===== src/rtl/pbm_pkg.sv =====
package pbm_pkg;
  localparam int BYTE_W = 8;
  localparam int STEP_W = 4;

  // number of ones in a byte
  function automatic logic [STEP_W-1:0] bit_count8(input logic [BYTE_W-1:0] v);
    logic [STEP_W-1:0] n;
    n = '0;
    for (int i = 0; i < BYTE_W; i++) n = n + {{(STEP_W-1){1'b0}}, v[i]};
    return n;
  endfunction

  // far-end nibble; values above eight are not legal error counts
  function automatic logic [STEP_W-1:0] rei_weight(input logic [3:0] nib);
    return (nib > 4'd8) ? '0 : nib;
  endfunction

  // step chosen by mode: raw amount or a single event
  function automatic logic [STEP_W-1:0] step_size(input logic [STEP_W-1:0] raw,
                                                  input logic per_spe);
    return per_spe ? {{(STEP_W-1){1'b0}}, (raw != '0)} : raw;
  endfunction
endpackage


===== src/rtl/pbm_bip_acc.sv =====
module pbm_bip_acc #(
  parameter int W = 8
) (
  input  logic         clk,
  input  logic         rst_n,
  input  logic         byte_vld,
  input  logic         spe_start,
  input  logic [W-1:0] din,
  output logic [W-1:0] prior_bip,
  output logic         prior_ok,
  output logic         in_spe
);
  logic [W-1:0] acc_q, prev_q;
  logic         started_q, have_prev_q;
  logic         start_evt;

  assign start_evt = byte_vld & spe_start;

  always_ff @(posedge clk) begin
    if (!rst_n) begin
      acc_q       <= '0;
      prev_q      <= '0;
      started_q   <= 1'b0;
      have_prev_q <= 1'b0;
    end else if (start_evt) begin
      acc_q       <= din;
      prev_q      <= acc_q;
      have_prev_q <= started_q;
      started_q   <= 1'b1;
    end else if (byte_vld && started_q) begin
      acc_q <= acc_q ^ din;
    end
  end

  // a parity byte on the start byte itself sees the envelope just closed
  assign prior_bip = start_evt ? acc_q : prev_q;
  assign prior_ok  = start_evt ? started_q : have_prev_q;
  assign in_spe    = started_q | start_evt;


  first_skip_chk: assert property (@(posedge clk) disable iff (!rst_n)
    (start_evt && !started_q) |=> !have_prev_q);


  idle_hold_chk: assert property (@(posedge clk) disable iff (!rst_n)
    !byte_vld |=> $stable(acc_q));
endmodule


===== src/rtl/pbm_sat_cnt.sv =====
module pbm_sat_cnt #(
  parameter int W      = 16,
  parameter int STEP_W = 4
) (
  input  logic              clk,
  input  logic              rst_n,
  input  logic              inc_en,
  input  logic [STEP_W-1:0] step,
  output logic [W-1:0]      count
);
  localparam int SUM_W = W + 1;

  logic [SUM_W-1:0] sum;
  logic [W-1:0]     next_cnt;

  assign sum      = {1'b0, count} + {{(SUM_W-STEP_W){1'b0}}, step};
  assign next_cnt = sum[W] ? {W{1'b1}} : sum[W-1:0];

  always_ff @(posedge clk) begin
    if (!rst_n)      count <= '0;
    else if (inc_en) count <= next_cnt;
  end


  sat_hold_chk: assert property (@(posedge clk) disable iff (!rst_n)
    ($past(count) == {W{1'b1}}) |-> (count == {W{1'b1}}));


  no_wrap_chk: assert property (@(posedge clk) disable iff (!rst_n)
    count >= $past(count));
endmodule


===== src/rtl/pbm_path_monitor.sv =====
module pbm_path_monitor
  import pbm_pkg::*;
#(
  parameter int CNT_W = 16
) (
  input  logic              clk,
  input  logic              rst_n,
  input  logic [BYTE_W-1:0] din,
  input  logic              din_vld,
  input  logic              spe_start,
  input  logic              b3_pos,
  input  logic              g1_pos,
  input  logic              cfg_b3_per_spe,
  input  logic              cfg_rei_per_spe,
  input  logic              irq_en,
  input  logic              sts_clr,
  output logic [CNT_W-1:0]  b3_err_cnt,
  output logic [CNT_W-1:0]  rei_err_cnt,
  output logic              b3_err_sts,
  output logic              irq_n,
  output logic [STEP_W-1:0] tx_rei,
  output logic              tx_rei_vld
);
  logic [BYTE_W-1:0] prior_bip, b3_diff;
  logic              prior_ok, in_spe;
  logic              b3_evt, b3_mis, g1_evt;
  logic [STEP_W-1:0] b3_step, rei_step;

  pbm_bip_acc #(.W(BYTE_W)) u_bip (
    .clk       (clk),
    .rst_n     (rst_n),
    .byte_vld  (din_vld),
    .spe_start (spe_start),
    .din       (din),
    .prior_bip (prior_bip),
    .prior_ok  (prior_ok),
    .in_spe    (in_spe)
  );

  assign b3_evt   = din_vld & b3_pos & prior_ok;
  assign b3_diff  = din ^ prior_bip;
  assign b3_mis   = b3_evt & (b3_diff != '0);
  assign b3_step  = step_size(bit_count8(b3_diff), cfg_b3_per_spe);

  assign g1_evt   = din_vld & g1_pos & in_spe;
  assign rei_step = step_size(rei_weight(din[7:4]), cfg_rei_per_spe);

  pbm_sat_cnt #(.W(CNT_W), .STEP_W(STEP_W)) u_b3_cnt (
    .clk    (clk),
    .rst_n  (rst_n),
    .inc_en (b3_evt),
    .step   (b3_step),
    .count  (b3_err_cnt)
  );

  pbm_sat_cnt #(.W(CNT_W), .STEP_W(STEP_W)) u_rei_cnt (
    .clk    (clk),
    .rst_n  (rst_n),
    .inc_en (g1_evt),
    .step   (rei_step),
    .count  (rei_err_cnt)
  );

  always_ff @(posedge clk) begin
    if (!rst_n)       b3_err_sts <= 1'b0;
    else if (b3_mis)  b3_err_sts <= 1'b1;
    else if (sts_clr) b3_err_sts <= 1'b0;
  end

  assign irq_n = ~(b3_err_sts & irq_en);

  always_ff @(posedge clk) begin
    if (!rst_n) begin
      tx_rei     <= '0;
      tx_rei_vld <= 1'b0;
    end else begin
      tx_rei_vld <= b3_evt;
      if (b3_evt) tx_rei <= b3_step;
    end
  end


  sts_set_chk: assert property (@(posedge clk) disable iff (!rst_n)
    b3_mis |=> b3_err_sts);


  irq_low_chk: assert property (@(posedge clk) disable iff (!rst_n)
    ($past(b3_mis) && irq_en) |-> !irq_n);


  tx_bound_chk: assert property (@(posedge clk) disable iff (!rst_n)
    tx_rei_vld |-> (tx_rei <= 4'd8));


  tx_spe_chk: assert property (@(posedge clk) disable iff (!rst_n)
    (tx_rei_vld && $past(cfg_b3_per_spe)) |-> (tx_rei <= 4'd1));
endmodule


===== config.mk =====
export PLATFORM = sky130hd
export DESIGN_NAME = pbm_path_monitor
export DESIGN_NICKNAME = d
export VERILOG_FILES = /design/src/rtl/pbm_pkg.sv /design/src/rtl/pbm_bip_acc.sv /design/src/rtl/pbm_sat_cnt.sv /design/src/rtl/pbm_path_monitor.sv
export SDC_FILE = /design/constraint.sdc
export NUM_CORES = 1
export LEC_CHECK = 0
export BUFFER_PORTS_ARGS = -buffer_cell sky130_fd_sc_hd__clkbuf_2
export CORE_MARGIN = 8
export CORE_UTILIZATION = 55
export CTS_CLUSTER_SIZE = 14
export DETAILED_ROUTE_END_ITERATION = 16
export PLACE_DENSITY_LB_ADDON = 0.1
export SKIP_LAST_GASP = 1
export SYNTH_ARGS = -nofsm -noshare
export SYNTH_HDL_FRONTEND = slang
export SYNTH_SLANG_ARGS = --single-unit

===== constraint.sdc =====
create_clock -name clk -period 10.7 [get_ports clk]
set_input_delay 1.605 -clock clk [delete_from_list [all_inputs] [get_ports clk]]
set_output_delay 1.605 -clock clk [all_outputs]
set_load 0.05 [all_outputs]

# After elaboration in Yosys (flattened, before gate mapping)

Cells that the tools add are included.

Bits in registers: 56
Bits of input ports: 18
Output and inout port bits: 39

Add/subtract/negate cells: 9
Order comparisons: 1
Mux-type cells: 11
Bitwise gates (word level): 11
Reduce and logical (&&, ||, !) cells: 6

Operator list:

| kind                                       | number |
|---|---|
| 16-bit by 4-bit adder with 17-bit output   | 2 |
| 16-bit two-way mux                         | 2 |
| 8-bit two-way mux                          | 3 |
| 4-bit by 1-bit adder with 4-bit output     | 4 |
| 8-bit XOR                                  | 2 |
| 4-bit two-way mux                          | 3 |
| 4-bit nonzero test                         | 2 |
| 8-bit nonzero test                         | 1 |
| 1-bit AND                                  | 7 |
| 3-bit by 1-bit adder with 4-bit output     | 1 |
| 4-bit > comparator (second input constant) | 1 |
| 2-bit nonzero test                         | 2 |
| 2-bit by 1-bit adder with 3-bit output     | 1 |
| 1-bit two-way mux                          | 3 |
| 1-bit by 1-bit adder with 2-bit output     | 1 |
| 1-bit logical AND                          | 1 |
| 1-bit inverter                             | 1 |
| 1-bit bitwise OR                           | 1 |

# Depth between registers and ports, before layout

Depth after elaboration: 14
Gate-level depth with buffers: 21
Depth with buffers taken out: 20

# Cells and area by module

From an unflattened synthesis, not the netlist that was laid out.

Cells, all modules: 368
Area total of the unflattened synthesis: 3303.2 sq um

Modules (own cells, without submodules):

| module           | instances | cells each | area each (sq um) | seq. area each (sq um) |
|---|---|---|---|---|
| pbm_sat_cnt      | 2         | 107        | 923.4             | 320.3 |
| pbm_bip_acc      | 1         | 85         | 870.8             | 360.3 |
| pbm_path_monitor | 1         | 69         | 585.6             | 120.1 |

# Least setup slack after synthesis

Ideal clock, no wire load.

Kind: input-to-reg
Start point: in din_vld
End point: reg u_b3_cnt.count[12]
Setup time: 0.132 ns
Arrival time: 6.407 ns
Slack: 4.162 ns
Stages: 21
Buffers on the path: 1
Path through: buf_2 nand2_2 mux2i_1 xor2_1 inv_1 fa_1 fa_1 inv_1 fa_1 inv_1 ha_1 fa_1 and3_1 o21ai_0 ha_1 fa_1 nand3_1 a211oi_2 and2_1 and4_1 nor3_1

Word-level cells in the longest chain between the ends: 14

Ends and longest elaborated chain:

| element                                              | line                   | source |
|---|---|---|
| from (decl)                                          | pbm_path_monitor.sv:9  | `input logic din_vld,` |
| 1-bit AND (*)                                        | pbm_bip_acc.sv:17      | `assign start_evt = byte_vld & spe_start;` |
| 8-bit two-way mux (*)                                | pbm_bip_acc.sv:36      | `assign prior_bip = start_evt ? acc_q : prev_q;` |
| 8-bit XOR (*)                                        | pbm_path_monitor.sv:41 | `assign b3_diff = din ^ prior_bip;` |
| 1-bit by 1-bit adder with 2-bit output               | pbm_pkg.sv:9           | `for (int i = 0; i < BYTE_W; i++) n = n + {{(STEP_W-1){1'b0}}, v[i]};` |
| 2-bit by 1-bit adder with 3-bit output               | pbm_pkg.sv:9           |  |
| 3-bit by 1-bit adder with 4-bit output               | pbm_pkg.sv:9           |  |
| 4-bit by 1-bit adder with 4-bit output (3 in series) | pbm_pkg.sv:9           |  |
| 4-bit by 1-bit adder with 4-bit output (*)           | pbm_pkg.sv:9           |  |
| 4-bit nonzero test                                   | pbm_pkg.sv:21          | `return per_spe ? {{(STEP_W-1){1'b0}}, (raw != '0)} : raw;` |
| 4-bit two-way mux (*)                                | pbm_pkg.sv:21          |  |
| named net b3_step[0]                                 | pbm_path_monitor.sv:27 | `logic [STEP_W-1:0] b3_step, rei_step;` |
| 16-bit by 4-bit adder with 17-bit output (*)         | pbm_sat_cnt.sv:16      | `assign sum = {1'b0, count} + {{(SUM_W-STEP_W){1'b0}}, step};` |
| 16-bit two-way mux (*)                               | pbm_sat_cnt.sv:17      | `assign next_cnt = sum[W] ? {W{1'b1}} : sum[W-1:0];` |
| to (signal assigned)                                 | pbm_sat_cnt.sv:21      | `else if (inc_en) count <= next_cnt;` |
| to (decl)                                            | pbm_sat_cnt.sv:9       | `output logic [W-1:0] count` |

The timed path passes the listed nets; every way through them passes the cells marked *.
A chain may end at the register's enable or synchronous reset.

# Worst setup path in the final report

Start point: in spe_start
End point: reg u_b3_cnt.count[15]

Word-level cells in the longest chain between the ends: 14

Ends and longest elaborated chain:

| element                                              | line                   | source |
|---|---|---|
| from (decl)                                          | pbm_path_monitor.sv:10 | `input logic spe_start,` |
| 1-bit AND (*)                                        | pbm_bip_acc.sv:17      |  |
| 8-bit two-way mux (*)                                | pbm_bip_acc.sv:36      |  |
| 8-bit XOR (*)                                        | pbm_path_monitor.sv:41 |  |
| 1-bit by 1-bit adder with 2-bit output               | pbm_pkg.sv:9           |  |
| 2-bit by 1-bit adder with 3-bit output               | pbm_pkg.sv:9           |  |
| 3-bit by 1-bit adder with 4-bit output               | pbm_pkg.sv:9           |  |
| 4-bit by 1-bit adder with 4-bit output (3 in series) | pbm_pkg.sv:9           |  |
| 4-bit by 1-bit adder with 4-bit output (*)           | pbm_pkg.sv:9           |  |
| 4-bit nonzero test                                   | pbm_pkg.sv:21          |  |
| 4-bit two-way mux (*)                                | pbm_pkg.sv:21          |  |
| named net b3_step[0]                                 | pbm_path_monitor.sv:27 |  |
| 16-bit by 4-bit adder with 17-bit output (*)         | pbm_sat_cnt.sv:16      |  |
| 16-bit two-way mux (*)                               | pbm_sat_cnt.sv:17      |  |

Marks and branches as above.

==> impl_metrics.csv <==
group,metric,value,unit
run_status,status,"finished clean",
synth,synth.area.top_cells,"sky130_fd_sc_hd__dfxtp_1 (36%), sky130_fd_sc_hd__a21oi_1 (6.0%), sky130_fd_sc_hd__ha_1 (4.9%)",
timing,setup_total_negative_slack,0,ns
worst_setup_path,cp_data_arrival_time,7.23,ns
clocking,tritoncts.num_buffers,5,
worst_hold_path,hold_class,"reg2reg",
routing,via_density,5.690,
placement,dp_hpwl,5351,um
pwr,power_density,125.7,nW/um^2
grt,grt_use_met3,0.04691,
synth,count_of_yosys_warnings_during_synthesis,0,
placement,pre_cts_ws,3.405,ns
grt,global_route_wire_length_before_repair,12100,um
grt,grt_remaining_overflow,0,
synth,synth_fp_nets,391,
clocking,clkLatencyLatePin,0.32,ns
finish,final_layout_size_suffix_gt1_frac,0.1728,
pwr,internal-power,0.3046,mW
run,drv.max_cap_violation_count,0,
clocking,clockRootBuffer,"sky130_fd_sc_hd__clkbuf_8",
clocking,post_cts.repair.setup_buffers,0,
floorplan,die_h,90.93,um
worst_setup_path,critPathRequiredTime,10.95,ns
finish,number_of_fill_cells_in_the_layout,497,
pwr,ir_drop,0.06102,mV
synth,synth_async_reset_ratio,0,
timing,max_slew_margin,0.2614,
timing,fin_crit_sh,0.6522,
clocking,cts_repair_resize_count,0,
timing,fin_skew,0.01047,ns
finish,finish.utilization,0.6383,
routing,vias,2714,
grt,grtUsageMet1,0.2162,
pwr,clkPwrFrac,0.284,
synth,synth_seq_cells,56,
timing,timing_hold_violations_final,0,
worst_hold_path,cells_on_worst_hold_path,2,
worst_setup_path,startpoint,"spe_start",
pwr,p_comb_frac,0.220,
routing,drc,0,
synth,synth_sequential_area_ratio,0.3630,
timing,layout_min_cycle_time,6.979,ns
timing,number_of_setup_violations_in_the_final_report,0,
worst_setup_path,worstReg2RegStart,"u_bip.acc_q[0]",
worst_setup_path,critical_path.endpoint_type,"flip-flop",
worst_setup_path,setup.worst_path.start_class,"input pin",
clocking,clock_sinks,56,
placement,gpl.final_weighted_congestion,0.8204,
floorplan,die_x,90.93,um
clocking,clk_pin_slew_worst_paths,0.11,ns
synth,synth.avg_cell_area,8.698,sq um
pwr,seqPwrFrac,0.496,
timing,achievable-frequency,143.3,MHz
clocking,tritoncts,"done",
floorplan,initial_utilization,0.5642,
pwr,swShare,0.3065,
clocking,holdBufCountCts,0,
grt,globalRouteTotalUtil,0.1701,
grt,grt_max_degree,24,
timing,setup_ws,3.721,ns
timing,grt_setup_unrepaired,"no",
finish,num_antenna_cells,0,
timing,final-max-slew-violation-count,0,
routing,postRouteWirelength,7146,um
routing,starting_drt_drc_count,149,
synth,post-synth-top-area-fraction,0.3630,
grt,grt.met2_usage,0.2733,
timing,tightest_slew,1.104,ns
worst_setup_path,worst_r2r_path_depth,18,
grt,first_global_vias,2598,
worst_hold_path,hp-start,"u_bip.have_prev_q",
synth,netlist_area,3088,sq um
pwr,power.net_switching,0.1346,mW
clocking,ctsLongestPathBuffers,2,
clocking,ctsHtreeMaxLevel,2,
floorplan,die-area,8268,sq um
floorplan,core_area,5473,sq um
placement,place.port_buffers,56,
synth,postSynthCellCount,355,
synth,synth_enable_flop_cells,0,
floorplan,ioPinCount,57,
finish,area_delta_synth_final,13.13,%
synth,synth.lib_cells_used.distinct,44,
grt,top_usage_layer,"met2",
worst_setup_path,crit_type,"in2reg",
pwr,power_leakage,1.546,nW
grt,grt_antenna_before_repair,0,
routing,drt-pass1-iter-count,5,
routing,average_detailed_routed_wire_length_per_instance,14.98,um
synth,synth.largest_area_cell,"sky130_fd_sc_hd__dfxtp_1",
finish,final_nets,440,
floorplan,placementRows,27,
routing,antenna_violating_nets_post_route,0,
synth,synth_top_flop_cell,"sky130_fd_sc_hd__dfxtp_1",
worst_setup_path,worst_path_max_fanout,22,
cells by family after synthesis:
logic type,Yosys count,synth area share
AO/OA/AOI/OAI,101,0.2018
multiplexers,14,0.04538
adder cells (fa/ha/maj),18,0.08752
XOR/XNOR,26,0.07374
AND/OR/NAND/NOR,105,0.1819
buffers and inverters,35,0.04659
flip-flops,56,0.3630
metal layers:
metal  share of wire  vias to the layer above
li1                -                     1376
met1            0.47                     1274
met2            0.47                       60
met3           0.052                        4
met4          0.0042                        0
met5               0                        -
synth_stat cells, drive strengths merged, types with 7 or more instances:
master	number
a22oi	7
ha	12
a21oi	37
o22ai	7
nand2	14
o21ai	24
inv	19
nand4	11
xor2	16
dfxtp	56
clkbuf	9
and3	14
xnor2	10
nand3	11
mux2i	14
and2	8
nor2	29
stage by stage:
step           total power [mW]  hold WS, ns  area (sq um)  instances
4_1_cts                  0.4425       0.4661          3493        477
3_3_place_gp             0.3154       0.4644          3397        469
6_report                 0.4392       0.4703          3493        477
3_5_place_dp             0.3194       0.4522          3397        469
2_1_floorplan            0.2963       0.4357          3088        355
5_1_grt                  0.4638       0.5082          3493        477
state kept, by name (all words and copies together), names as in the netlist:
signal and flops:
tx_rei 4, u_bip.have_prev_q 1, u_b3_cnt.count 16, u_bip.acc_q 8
u_rei_cnt.count 16, tx_rei_vld 1, u_bip.started_q 1, b3_err_sts 1
u_bip.prev_q 8
layout make-up:
| cell class | count | area [sq um] | share of cell area |
|---|---|---|---|
| Sequential cell | 56 | 1121 | 0.3209 |
| Clock inverter | 2 | 13.76 | 0.003940 |
| Multi-Input combinational cell | 264 | 1823 | 0.5218 |
| Tap cell | 72 | 90.09 | 0.02579 |
| Clock buffer | 6 | 82.58 | 0.02364 |
| Timing Repair Buffer | 57 | 287.8 | 0.08238 |
| Inverter | 20 | 75.07 | 0.02149 |
worst max-delay path, cell delays in order:
cell and delay [ns]:
sky130_fd_sc_hd__clkbuf_2 0.35, sky130_fd_sc_hd__nand2_2 0.29, sky130_fd_sc_hd__mux2i_1 0.30, sky130_fd_sc_hd__xor2_1 0.22, sky130_fd_sc_hd__inv_1 0.10, sky130_fd_sc_hd__fa_1 0.53
sky130_fd_sc_hd__fa_1 0.55, sky130_fd_sc_hd__inv_1 0.05, sky130_fd_sc_hd__fa_1 0.52, sky130_fd_sc_hd__inv_1 0.04, sky130_fd_sc_hd__ha_1 0.22, sky130_fd_sc_hd__fa_1 0.42
sky130_fd_sc_hd__and3_1 0.18, sky130_fd_sc_hd__o21ai_0 0.23, sky130_fd_sc_hd__ha_1 0.25, sky130_fd_sc_hd__fa_1 0.22, sky130_fd_sc_hd__nand3_1 0.13, sky130_fd_sc_hd__a211oi_2 0.41
sky130_fd_sc_hd__nand3_1 0.37, sky130_fd_sc_hd__a21oi_1 0.24
cells in the final DEF (no fill, tap or decap), types with 12 or more instances in the layout:
| master | netlist | final |
|---|---|---|
| sky130_fd_sc_hd__dfxtp_1 | 56 | 56 |
| sky130_fd_sc_hd__ha_1 | 12 | 12 |
| sky130_fd_sc_hd__xor2_1 | 16 | 16 |
| sky130_fd_sc_hd__nand2_1 | 13 | 13 |
| sky130_fd_sc_hd__a21oi_1 | 37 | 37 |
| sky130_fd_sc_hd__clkbuf_2 | 0 | 56 |
| sky130_fd_sc_hd__inv_1 | 19 | 19 |
| sky130_fd_sc_hd__o21ai_0 | 24 | 24 |
| sky130_fd_sc_hd__mux2i_1 | 14 | 14 |
| sky130_fd_sc_hd__and3_1 | 12 | 12 |
| sky130_fd_sc_hd__nor2_1 | 29 | 29 |
power groups by stage:
stage | Sequential, mW | Clock (mW) | Combinational (mW)
2_1_floorplan | 0.227 | 0 | 0.0695
6_report | 0.218 | 0.125 | 0.0965
4_1_cts | 0.218 | 0.128 | 0.0968
3_3_place_gp | 0.222 | 0 | 0.0930
5_1_grt | 0.219 | 0.136 | 0.110
3_5_place_dp | 0.223 | 0 | 0.0967
worst paths after layout:
| check | to | slack (ns) |
|---|---|---|
| worst min register to register | u_bip.have_prev_q | 0.47 |
| worst max-delay path | u_b3_cnt.count[15] | 3.72 |
| worst max register to register | u_b3_cnt.count[15] | 5.39 |
| worst min-delay path | u_bip.have_prev_q | 0.47 |
Note: power is estimated with default switching activity, not from simulation.
